==> src/rtl/mt_pkg.sv <==
package mt_pkg;
  typedef enum logic [1:0] {
    MODE_UP     = 2'd0,
    MODE_DOWN   = 2'd1,
    MODE_CENTER = 2'd2,
    MODE_RSVD   = 2'd3
  } cnt_mode_e;

  localparam logic [7:0] ACT_KEY     = 8'h5A;
  localparam int         CH_PER_WORD = 8;

  localparam int A_CTRL     = 0;
  localparam int A_PRESCALE = 1;
  localparam int A_COUNT    = 2;
  localparam int A_PRECOUNT = 3;
  localparam int A_ACT_LO   = 4;
  localparam int A_ACT_HI   = 5;
  localparam int A_FLAGS    = 6;
  localparam int A_CMP_BASE = 16;
endpackage

==> src/rtl/mt_prescaler.sv <==
module mt_prescaler #(
  parameter int PRE_W = 16
) (
  input  logic             clk,
  input  logic             rst,
  input  logic             run,
  input  logic             halt,
  input  logic             clr,
  input  logic [PRE_W-1:0] limit,
  output logic [PRE_W-1:0] pre_cnt,
  output logic             tick
);
  assign tick = run && (pre_cnt >= limit);

  always_ff @(posedge clk) begin
    if (rst) begin
      pre_cnt <= '0;
    end else begin
      if (run) begin
        if (!tick)     pre_cnt <= pre_cnt + 1'b1;
        else if (!halt) pre_cnt <= '0;
      end
      if (clr) pre_cnt <= '0;
    end
  end
endmodule

==> src/rtl/mt_cmp_bank.sv <==
module mt_cmp_bank #(
  parameter int N = 10,
  parameter int W = 16
) (
  input  logic                clk,
  input  logic                rst,
  input  logic [N-1:0]        we,
  input  logic [W-1:0]        wval,
  input  logic [W-1:0]        count,
  input  logic                tick,
  output logic [N-1:0][W-1:0] cmp_val,
  output logic [N-1:0]        hit
);
  logic [W-1:0] cmp_q [N];

  for (genvar g = 0; g < N; g++) begin : g_ch
    always_ff @(posedge clk) begin
      if (rst)        cmp_q[g] <= '0;
      else if (we[g]) cmp_q[g] <= wval;
    end
    assign cmp_val[g] = cmp_q[g];
    assign hit[g]     = tick && (cmp_q[g] == count);
  end
endmodule

==> src/rtl/mt_count_unit.sv <==
module mt_count_unit
  import mt_pkg::*;
#(
  parameter int W = 16
) (
  input  logic      clk,
  input  logic      rst,
  input  logic      tick,
  input  logic      halt,
  input  logic      restart,
  input  cnt_mode_e mode,
  input  logic [W-1:0] top,
  input  logic      load,
  input  logic [W-1:0] load_val,
  input  logic      dir_clr,
  output logic [W-1:0] count
);
  logic         up_q;
  logic [W-1:0] adv;
  logic         adv_up;

  always_comb begin
    adv    = count;
    adv_up = up_q;
    case (mode)
      MODE_DOWN: adv = count - 1'b1;
      MODE_CENTER: begin
        if (up_q) begin
          if (count >= top) begin
            if (count != '0) begin
              adv    = count - 1'b1;
              adv_up = 1'b0;
            end
          end else begin
            adv = count + 1'b1;
          end
        end else begin
          if (count == '0) begin
            if (top != '0) begin
              adv    = count + 1'b1;
              adv_up = 1'b1;
            end
          end else begin
            adv = count - 1'b1;
          end
        end
      end
      default: adv = count + 1'b1;
    endcase
  end

  always_ff @(posedge clk) begin
    if (rst) begin
      count <= '0;
      up_q  <= 1'b1;
    end else begin
      if (tick && !halt) begin
        if (restart) begin
          count <= (mode == MODE_DOWN) ? top : '0;
          up_q  <= 1'b1;
        end else begin
          count <= adv;
          up_q  <= adv_up;
        end
      end
      if (load)    count <= load_val;
      if (dir_clr) up_q  <= 1'b1;
    end
  end
endmodule

==> src/rtl/match_timer.sv <==
module match_timer
  import mt_pkg::*;
#(
  parameter int CNT_W   = 16,
  parameter int PRE_W   = 16,
  parameter int N_MATCH = 10,
  parameter int ADDR_W  = 5
) (
  input  logic               clk,
  input  logic               rst,
  input  logic               wr_en,
  input  logic [ADDR_W-1:0]  addr,
  input  logic [31:0]        wdata,
  output logic [31:0]        rdata,
  output logic               run,
  output logic               irq,
  output logic [N_MATCH-1:0] irq_flags,
  output logic [N_MATCH-1:0] match_stat
);
  localparam int ACT_W  = 3 * N_MATCH;
  localparam int LO_W   = 3 * CH_PER_WORD;
  localparam int HI_W   = ACT_W - LO_W;
  localparam int TOP_CH = N_MATCH - 1;

  localparam logic [ADDR_W-1:0] AD_CTRL  = ADDR_W'(A_CTRL);
  localparam logic [ADDR_W-1:0] AD_PRE   = ADDR_W'(A_PRESCALE);
  localparam logic [ADDR_W-1:0] AD_CNT   = ADDR_W'(A_COUNT);
  localparam logic [ADDR_W-1:0] AD_PCNT  = ADDR_W'(A_PRECOUNT);
  localparam logic [ADDR_W-1:0] AD_LO    = ADDR_W'(A_ACT_LO);
  localparam logic [ADDR_W-1:0] AD_HI    = ADDR_W'(A_ACT_HI);
  localparam logic [ADDR_W-1:0] AD_FLAGS = ADDR_W'(A_FLAGS);

  cnt_mode_e                  mode;
  logic [PRE_W-1:0]           presc;
  logic [PRE_W-1:0]           pre_cnt;
  logic [ACT_W-1:0]           act;
  logic                       tick;
  logic [CNT_W-1:0]           count;
  logic [N_MATCH-1:0][CNT_W-1:0] cmp_val;
  logic [N_MATCH-1:0]         hit, ie_m, rs_m, st_m, cmp_we, set_vec, flags_nxt;
  logic                       stop_any, restart_any, key_ok;
  logic                       wr_ctrl, wr_pre, wr_cnt, wr_lo, wr_hi, wr_flags;
  logic [31:0]                rd_mux;

  assign wr_ctrl  = wr_en && (addr == AD_CTRL);
  assign wr_pre   = wr_en && (addr == AD_PRE);
  assign wr_cnt   = wr_en && (addr == AD_CNT);
  assign wr_lo    = wr_en && (addr == AD_LO);
  assign wr_hi    = wr_en && (addr == AD_HI);
  assign wr_flags = wr_en && (addr == AD_FLAGS);
  assign key_ok   = (wdata[31:24] == ACT_KEY);

  for (genvar g = 0; g < N_MATCH; g++) begin : g_act
    assign ie_m[g]   = act[3*g];
    assign rs_m[g]   = act[3*g+1];
    assign st_m[g]   = act[3*g+2];
    assign cmp_we[g] = wr_en && (addr == ADDR_W'(A_CMP_BASE + g));
  end

  assign stop_any    = |(hit & st_m);
  assign restart_any = |(hit & rs_m);
  assign set_vec     = hit & ie_m;
  assign flags_nxt   = (irq_flags & ~(wr_flags ? wdata[N_MATCH-1:0] : '0)) | set_vec;

  mt_prescaler #(.PRE_W(PRE_W)) u_pre (
    .clk(clk), .rst(rst), .run(run), .halt(stop_any), .clr(wr_cnt),
    .limit(presc), .pre_cnt(pre_cnt), .tick(tick)
  );

  mt_cmp_bank #(.N(N_MATCH), .W(CNT_W)) u_cmp (
    .clk(clk), .rst(rst), .we(cmp_we), .wval(wdata[CNT_W-1:0]),
    .count(count), .tick(tick), .cmp_val(cmp_val), .hit(hit)
  );

  mt_count_unit #(.W(CNT_W)) u_cnt (
    .clk(clk), .rst(rst), .tick(tick), .halt(stop_any), .restart(restart_any),
    .mode(mode), .top(cmp_val[TOP_CH]), .load(wr_cnt),
    .load_val(wdata[CNT_W-1:0]), .dir_clr(wr_ctrl), .count(count)
  );

  always_comb begin
    rd_mux = '0;
    case (addr)
      AD_CTRL:  rd_mux[2:0]       = {mode, run};
      AD_PRE:   rd_mux[PRE_W-1:0] = presc;
      AD_CNT:   rd_mux[CNT_W-1:0] = count;
      AD_PCNT:  rd_mux[PRE_W-1:0] = pre_cnt;
      AD_LO:    rd_mux[LO_W-1:0]  = act[LO_W-1:0];
      AD_HI:    rd_mux[HI_W-1:0]  = act[ACT_W-1:LO_W];
      AD_FLAGS: rd_mux[N_MATCH-1:0] = irq_flags;
      default: begin
        for (int n = 0; n < N_MATCH; n++) begin
          if (addr == ADDR_W'(A_CMP_BASE + n)) rd_mux[CNT_W-1:0] = cmp_val[n];
        end
      end
    endcase
  end

  always_ff @(posedge clk) begin
    if (rst) begin
      run        <= 1'b0;
      mode       <= MODE_UP;
      presc      <= '0;
      act        <= '0;
      irq_flags  <= '0;
      irq        <= 1'b0;
      match_stat <= '0;
      rdata      <= '0;
    end else begin
      if (wr_ctrl) begin
        run  <= wdata[0];
        mode <= cnt_mode_e'(wdata[2:1]);
      end
      if (stop_any) run <= 1'b0;
      if (wr_pre) presc <= wdata[PRE_W-1:0];
      if (wr_lo && key_ok) act[LO_W-1:0]     <= wdata[LO_W-1:0];
      if (wr_hi && key_ok) act[ACT_W-1:LO_W] <= wdata[HI_W-1:0];
      irq_flags  <= flags_nxt;
      irq        <= |flags_nxt;
      match_stat <= hit;
      rdata      <= rd_mux;
    end
  end
endmodule

==> config.mk <==
export PLATFORM = sky130hd
export DESIGN_NAME = match_timer
export DESIGN_NICKNAME = d
export VERILOG_FILES = /design/src/rtl/mt_pkg.sv /design/src/rtl/mt_prescaler.sv /design/src/rtl/mt_cmp_bank.sv /design/src/rtl/mt_count_unit.sv /design/src/rtl/match_timer.sv
export SDC_FILE = /design/constraint.sdc
export NUM_CORES = 1
export LEC_CHECK = 0
export ABC_AREA = 1
export BUFFER_PORTS_ARGS = -buffer_cell sky130_fd_sc_hd__clkbuf_2
export CORE_UTILIZATION = 50
export CTS_BUF_LIST = sky130_fd_sc_hd__clkbuf_4 sky130_fd_sc_hd__clkbuf_8 sky130_fd_sc_hd__clkbuf_16
export DETAILED_ROUTE_END_ITERATION = 10
export GPL_ROUTABILITY_DRIVEN = 0
export PLACE_DENSITY = 0.67
export SYNTH_ARGS = -nofsm -noshare
export SYNTH_HDL_FRONTEND = slang
export SYNTH_SLANG_ARGS = --single-unit
==> constraint.sdc <==
create_clock -name clk -period 8.19 [get_ports clk]
set_clock_uncertainty 0.05 [all_clocks]
set_input_delay 0.4095 -clock clk [delete_from_list [all_inputs] [get_ports clk]]
set_output_delay 0.4095 -clock clk [all_outputs]
set_load 0.02 [all_outputs]
== Yosys cells after proc, flatten, opt, wreduce, memory -nomap -nowiden ==
Memory sizes are Yosys's and may differ from the RTL's.
Index checks and enable logic that the tools add are counted.

* Register bits: 135
* Bits in writable memories: 160
* Memories: 1

{| class="wikitable"
|+ Memory list
! name !! depth !! width !! rd ports !! clocked after memory_dff !! write ports !! RTL line !! text
|-
| u_cmp.cmp_q || 10 || 16 || 10 || 0 || 10 || mt_cmp_bank.sv:14 || <nowiki>logic [W-1:0] cmp_q [N];</nowiki>
|}

* $add $sub $neg: 3
* Magnitude comparators: 2
* Equality and inequality tests: 32
* Multiplexer cells: 76
* Bitwise gates (word level): 17
* Reductions and logical operators: 49

{| class="wikitable"
|+ Operator list
! cell !! number
|-
| 16-bit 2-to-1 mux || 31
|-
| 16-bit == test || 10
|-
| 5-bit == test, second input constant || 10
|-
| 3-bit one-hot mux with 7 select lines || 2
|-
| 10-bit bitwise AND || 4
|-
| 1-bit 2-to-1 mux || 39
|-
| 16-bit by 1-bit adder with 16-bit output, second input constant || 2
|-
| 16-bit greater-or-equal comparator || 2
|-
| 16-bit one-hot mux with 2 select lines || 1
|-
| 16-bit nonzero test || 2
|-
| 1-bit logical AND || 30
|-
| 6-bit one-hot mux with 5 select lines || 1
|-
| 10-bit OR reduction || 3
|-
| 4-bit one-hot mux with 6 select lines || 1
|-
| 16-bit logical NOT || 1
|-
| 16-bit by 1-bit subtractor with 16-bit output, second input constant || 1
|-
| 5-bit by 3-bit == test with 1-bit output, second input constant || 3
|-
| 11-bit OR reduction || 1
|-
| 5-bit by 2-bit == test with 1-bit output, second input constant || 2
|-
| 10-bit 2-to-1 mux || 1
|-
| 10-bit inverter || 1
|-
| 1-bit OR || 10
|-
| 10-bit OR || 1
|-
| 8-bit by 7-bit == test with 1-bit output, second input constant || 1
|-
| other kinds (14) || 19
|}

== Depth between registers and ports, before layout ==
* Depth after elaboration: 12
* Gate-level depth with buffers: 23
* Gate-level depth less buffers: 22

== Cells and area by module ==
From an unflattened synthesis, not the netlist that was laid out.

* Cell total of the unflattened synthesis: 2,481
* Area, all modules: 17,784.6 um2

{| class="wikitable"
|+ Modules (own cells, without submodules)
! module !! instances !! cells each !! area each (um2)
|-
| mt_cmp_bank || 1 || 951 || 8,275.4
|-
| match_timer || 1 || 842 || 5,336.4
|-
| mt_count_unit || 1 || 442 || 2,675.1
|-
| mt_prescaler || 1 || 246 || 1,497.7
|}

== Worst setup path after synthesis ==
OpenSTA, ideal clock, no wires.

* Path kind: input to register
* From: in addr[4]
* To: mem u_cmp.cmp_q[7][0], in the netlist u_cmp.cmp_q[3][16], enable pin
* Data arrival time: 2.480 ns
* Data required time: 7.729 ns
* Slack: 5.249 ns
* Stages: 8
* Buffers on the path: 2
* Cell sequence: clkbuf_1 -> inv_1 -> nor2_1 -> inv_1 -> nor2_1 -> inv_1 -> clkbuf_1 -> o21ai_0

{| class="wikitable"
|+ RTL lines
! what !! RTL line !! text
|-
| from (decl) || match_timer.sv:12 || <nowiki>input logic [ADDR_W-1:0] addr,</nowiki>
|-
| to (decl) || mt_cmp_bank.sv:14 ||
|}

== Final worst setup path ==
* From: reg u_pre.pre_cnt[11]
* To: reg u_cnt.count[12]

* Longest elaborated chain between the ends: 9
* Elaborated cells on any way between the ends: 25
* Classes of those cells: order compare (1); eq/ne (2); mux (3); bitwise (2); reduce/logical (17)

{| class="wikitable"
|+ Ends and longest elaborated chain
! what !! RTL line !! text
|-
| from (decl) || mt_prescaler.sv:10 || <nowiki>output logic [PRE_W-1:0] pre_cnt,</nowiki>
|-
| from (signal assigned) || mt_prescaler.sv:20 || <nowiki>if (!tick) pre_cnt <= pre_cnt + 1'b1;</nowiki>
|-
| 16-bit greater-or-equal comparator * || mt_prescaler.sv:13 || <nowiki>assign tick = run && (pre_cnt >= limit);</nowiki>
|-
| 1-bit logical AND * || mt_prescaler.sv:13 ||
|-
| 1-bit logical AND || mt_cmp_bank.sv:22 || <nowiki>assign hit[g] = tick && (cmp_q[g] == count);</nowiki>
|-
| 10-bit bitwise AND || match_timer.sv:60 || <nowiki>assign stop_any = |(hit & st_m);</nowiki>
|-
| 10-bit OR reduction || match_timer.sv:60 ||
|-
| 1-bit logical NOT || mt_count_unit.sv:57 || <nowiki>if (tick && !halt) begin</nowiki>
|-
| 1-bit logical AND || mt_count_unit.sv:57 ||
|-
| 2-bit nonzero test (no line) || - ||
|-
| 3-bit AND reduction (no line) || - ||
|-
| to (signal assigned) || mt_count_unit.sv:59 || <nowiki>count <= (mode == MODE_DOWN) ? top : '0;</nowiki>
|-
| to (signal assigned) || mt_count_unit.sv:62 || <nowiki>count <= adv;</nowiki>
|-
| to (signal assigned) || mt_count_unit.sv:66 || <nowiki>if (load) count <= load_val;</nowiki>
|-
| to (decl) || mt_count_unit.sv:16 || <nowiki>output logic [W-1:0] count</nowiki>
|}

Every way passes the cells marked *; elsewhere a longest branch is shown, timed or not. The select of a mux whose other input is x is not followed.
A chain may end at the register's enable or synchronous reset.

==> results.txt <==
----------------------------------------------------
[Power and ir drop]
  Switching part of the total power ... 0.2414
  Sw power ... 0.8023 mW
  Total power per unit cell area ... 177.8 nW/um^2
  Power Internal ... 2.521 mW
  Power share of the combinational group ... 0.072
  Static leakage power ... 7.969 nW
  Proportion of power drawn by the clock network ... 0.444
  Share of total power in sequential cells ... 0.484
  Worst supply voltage drop on vdd ... 0.0001928 V

[Clock tree]
  Number of H-tree levels ... 1
  Cells resized by post-CTS repair ... 0
  Number of clock sinks ... around 290
  CTS tree ... done
  Register clock-pin slew on the reported worst setup and hold paths ... around 0.060 ns
  Cts hold-fix bufs ... 0
  Maximum count of clock buffers along a single path ... 3
  Post-CTS repair timing setup buffer count ... 0
  Master cell of the clock root buffer ... clkbuf_16
  Source-to-sink clock delay at the later pin of the worst-skew pair ... between 0.5 and 0.6 ns
  Cts bufs inserted ... 31

[Timing]
  Worst max-slew margin expressed relative to the limit ... 0.2911
  Setup violation total in the final timing report ... 0
  Post-layout min period ... 3.973 ns
  Setup TNS Final ... 0 ns
  Slew Viols, Final ... 0
  Hold Fails Final Rpt ... 0
  Fin crit share ... 0.4851
  Unrepaired setup endpoints after global routing ... no
  Slew at the pin closest to its max-slew limit ... around 1.1 ns
  Highest Clock Rate ... 251.7 MHz

[GRT]
  Largest net degree at the start of global routing ... 82
  Number of global-route vias before repair ... 14840
  Global-route wire length before repair ... 85.44 mm
  Initial antenna violation count ... 0
  Aggregate global routing overflow ... 0
  GRT Overall Usage ... 0.3176

[Drt]
  Routed length per instance ... 20.72 um
  Post-detailed-route DRC marker count ... 0
  Post-detailed-route count of antenna-violating nets ... 0
  Length of the first detailed-routing pass in iterations ... 6
  Mean number of vias per cell ... a little under 6
  Sum of routed wire length over all layers ... about 57 mm
  Initial detailed-routing violation count ... roughly 1900
  Overall via count from detail_route ... 16030

[Logic synthesis]
  Distinct cells, synth ... 55
  Sequential cell area fraction in the yosys report ... 0.4286
  Synthesized instance count ... 2241
  EDFF count, synth ... 160
  Cell Area, Synth ... 17140 um^2
  Simple-gate share of the synthesized area ... 0.2938
  Compound-gate portion of the synthesized area ... 0.1017
  Adder-cell share of the synthesized area ... 0.02773
  Synth Warn # ... 0
  Combinational family with the most area after synthesis ... simple AND/OR/NAND/NOR gates
  Multiplexer area fraction after synthesis ... 0
  Post-Synth XOR/XNOR Area ... 0.04751
  Count of state elements after synthesis ... 287
  Commonest register cell after synthesis ... edfxtp_1
  Async set or reset register ratio after synthesis ... 0
  Per-instance average area after synthesis ... 7.650 um^2

[Critical path]
  Critical Path Start Type ... flip-flop
  Worst endpoint data arrival time ... approximately 4.4 ns
  Category of the critical setup timing path ... flip-flop to flip-flop
  Endpoint of the worst-slack reg-to-reg timing path ... u_cnt.count[12]
  Maximum fanout count along the critical path ... 23
  Reg2reg setup slack ... 4.22 ns
  Sort of element at the end of the critical path ... flip-flop
  Critical path required time ... 8.58 ns
  Startpoint of the worst register-to-register path ... u_pre.pre_cnt[11]
  Register-to-Register Path Depth ... 16

[Job]
  Max-cap violations ... 0

[Floorplan]
  Top-level I/O count ... 94
  Initial core utilization ... 0.5100
  Core footprint ... about 34000 um^2
  Site Rows ... 67
  Full die area ... 35030 um^2
  Vertical extent of the die ... around 190 um
  Chip Width ... 187.2 um

[Worst hold path]
  Worst Hold Path EP ... act[21]
  Min-Delay Startpoint ... wdata[21]
  Hold crit path type ... input pin to flip-flop
  Hold-critical path depth ... 3

[Layout]
  Fraction of layout instances using a drive strength above 1 ... 0.1131
  Leading cell types in the layout, fill and taps excluded ... nand2_1, nor2_1, inv_1, edfxtp_1, nand3_1
  Commonest non-fill, non-tap cell in the layout ... nand2_1
  Final net count ... approximately 2300
  Antenna diodes ... 0
  Count of filler cells inserted in the layout ... 3126
  Layout-stage area growth over the synthesis result ... 9.035%
  Number of standard cells in the final layout excluding fillers ... between 2000 and 3000

[Placed design]
  DP HPWL ... 42.10 mm
  Number of input and output port buffers inserted ... 85
  # placed instances ... 2681

[Status]
  Outcome ... complete, no violations

----------------------------------------------------
==> state kept, by name, summed over array words and instances, names as in the netlist <==
signal,count
act,30
irq,1
irq_flags,10
match_stat,10
mode,2
presc,16
rdata,24
run,1
u_cmp.cmp_q,160
u_cnt.count,16
u_cnt.up_q,1
u_pre.pre_cnt,16
==> power by group through the flow <==
stage                     Combinational [mW]  Clock, mW  Sequential, mW
after floorplan                        0.153          0            1.63
after global placement                 0.229          0            1.64
after detailed placement               0.232          0            1.64
after CTS                              0.234       1.48            1.61
after global routing                   0.258       1.53            1.61
final                                  0.238       1.48            1.61
==> Yosys cell counts (all sizes together), types with 3 or more instances <==
cell type	number	area share
xor2	25	0.013
ha	38	0.028
or2	15	0.0055
o21a	3	0.0013
nand4	87	0.035
edfxtp	160	0.28
a221oi	6	0.0031
inv	265	0.058
o221ai	19	0.0097
a211oi	14	0.0061
nand3	131	0.040
a21oi	104	0.033
nand2	525	0.12
nor4	11	0.0049
xnor2	68	0.035
o21ai	103	0.030
a2111oi	5	0.0026
nor3	28	0.0088
o22ai	37	0.014
buf	57	0.027
dfxtp	127	0.15
clkbuf	64	0.014
clkinv	5	0.0011
nor2	332	0.078
==> worst max-delay path: stages (launching register included) <==
cell,delay [ns]
dfxtp_1,0.49
ha_1,0.31
nand2_1,0.10
o21bai_1,0.11
a21oi_1,0.08
nor2_1,0.23
nand2_1,0.56
nand2_2,0.48
inv_1,0.32
nand3_1,0.19
nand4_1,0.11
nor2_2,0.38
nand2_1,0.14
nand3_1,0.10
nand2_1,0.08
nand2_2,0.06
a21oi_2,0.05
==> per-layer routing <==
metal  up-vias  global-route usage  part of all wire
met5         -                   0                 0
met4         0              0.1898             0.066
met3       211             0.04090             0.093
met2       915              0.5046              0.45
met1      7512              0.4145              0.39
li1       7392                   -                 -
==> area by class of cell <==
| class | instances | area, um^2 | area share |
|---|---|---|---|
| Tap cell | 448 | 560.5 | 0.02999 |
| Clock buffer | 45 | 937.1 | 0.05013 |
| Sequential cell | 287 | 7347 | 0.3930 |
| Multi-Input combinational cell | 1570 | 8110 | 0.4339 |
| Inverter | 270 | 1018 | 0.05448 |
| Clock inverter | 11 | 136.4 | 0.007296 |
| Timing Repair Buffer | 106 | 583.1 | 0.03119 |
==> cells by family (layout without fill, tap and decap cells) <==
logic type / count (synthesis) / after routing
AO/OA/AOI/OAI: 297 / 297
XOR/XNOR: 93 / 93
AND/OR/NAND/NOR: 1134 / 1134
adder cells (fa/ha/maj): 38 / 38
flip-flops: 287 / 287
buffers and inverters: 391 / 432
other: 1 / 8
==> how the worst max path moves through the flow <==
stage	start	endpoint	cells past startpoint
global route	u_pre.pre_cnt[11]	u_cnt.count[11]	16
finish	u_pre.pre_cnt[11]	u_cnt.count[12]	16
floorplan	addr[4]	u_cmp.cmp_q[3][16]	8
detailed placement	u_pre.pre_cnt[11]	u_cnt.count[12]	16
CTS	u_pre.pre_cnt[11]	u_cnt.count[13]	16
global placement	u_pre.pre_cnt[11]	u_cnt.count[12]	16
==> per-stage QoR <==
stage	cell area [um^2]	setup slack (ns)	total power [mW]	hold WS, ns	utilization
after floorplan	17170	5.249	1.786	0.3807	-
after global placement	17620	4.458	1.866	0.4005	0.5241
after detailed placement	17620	4.385	1.871	0.4048	0.5241
after CTS	18690	4.381	3.324	0.07441	0.5561
after global routing	18690	4.076	3.400	0.09177	0.5561
final	18690	4.217	3.323	0.08549	0.5561
No activity file was read; power rests on OpenSTA's default activity.
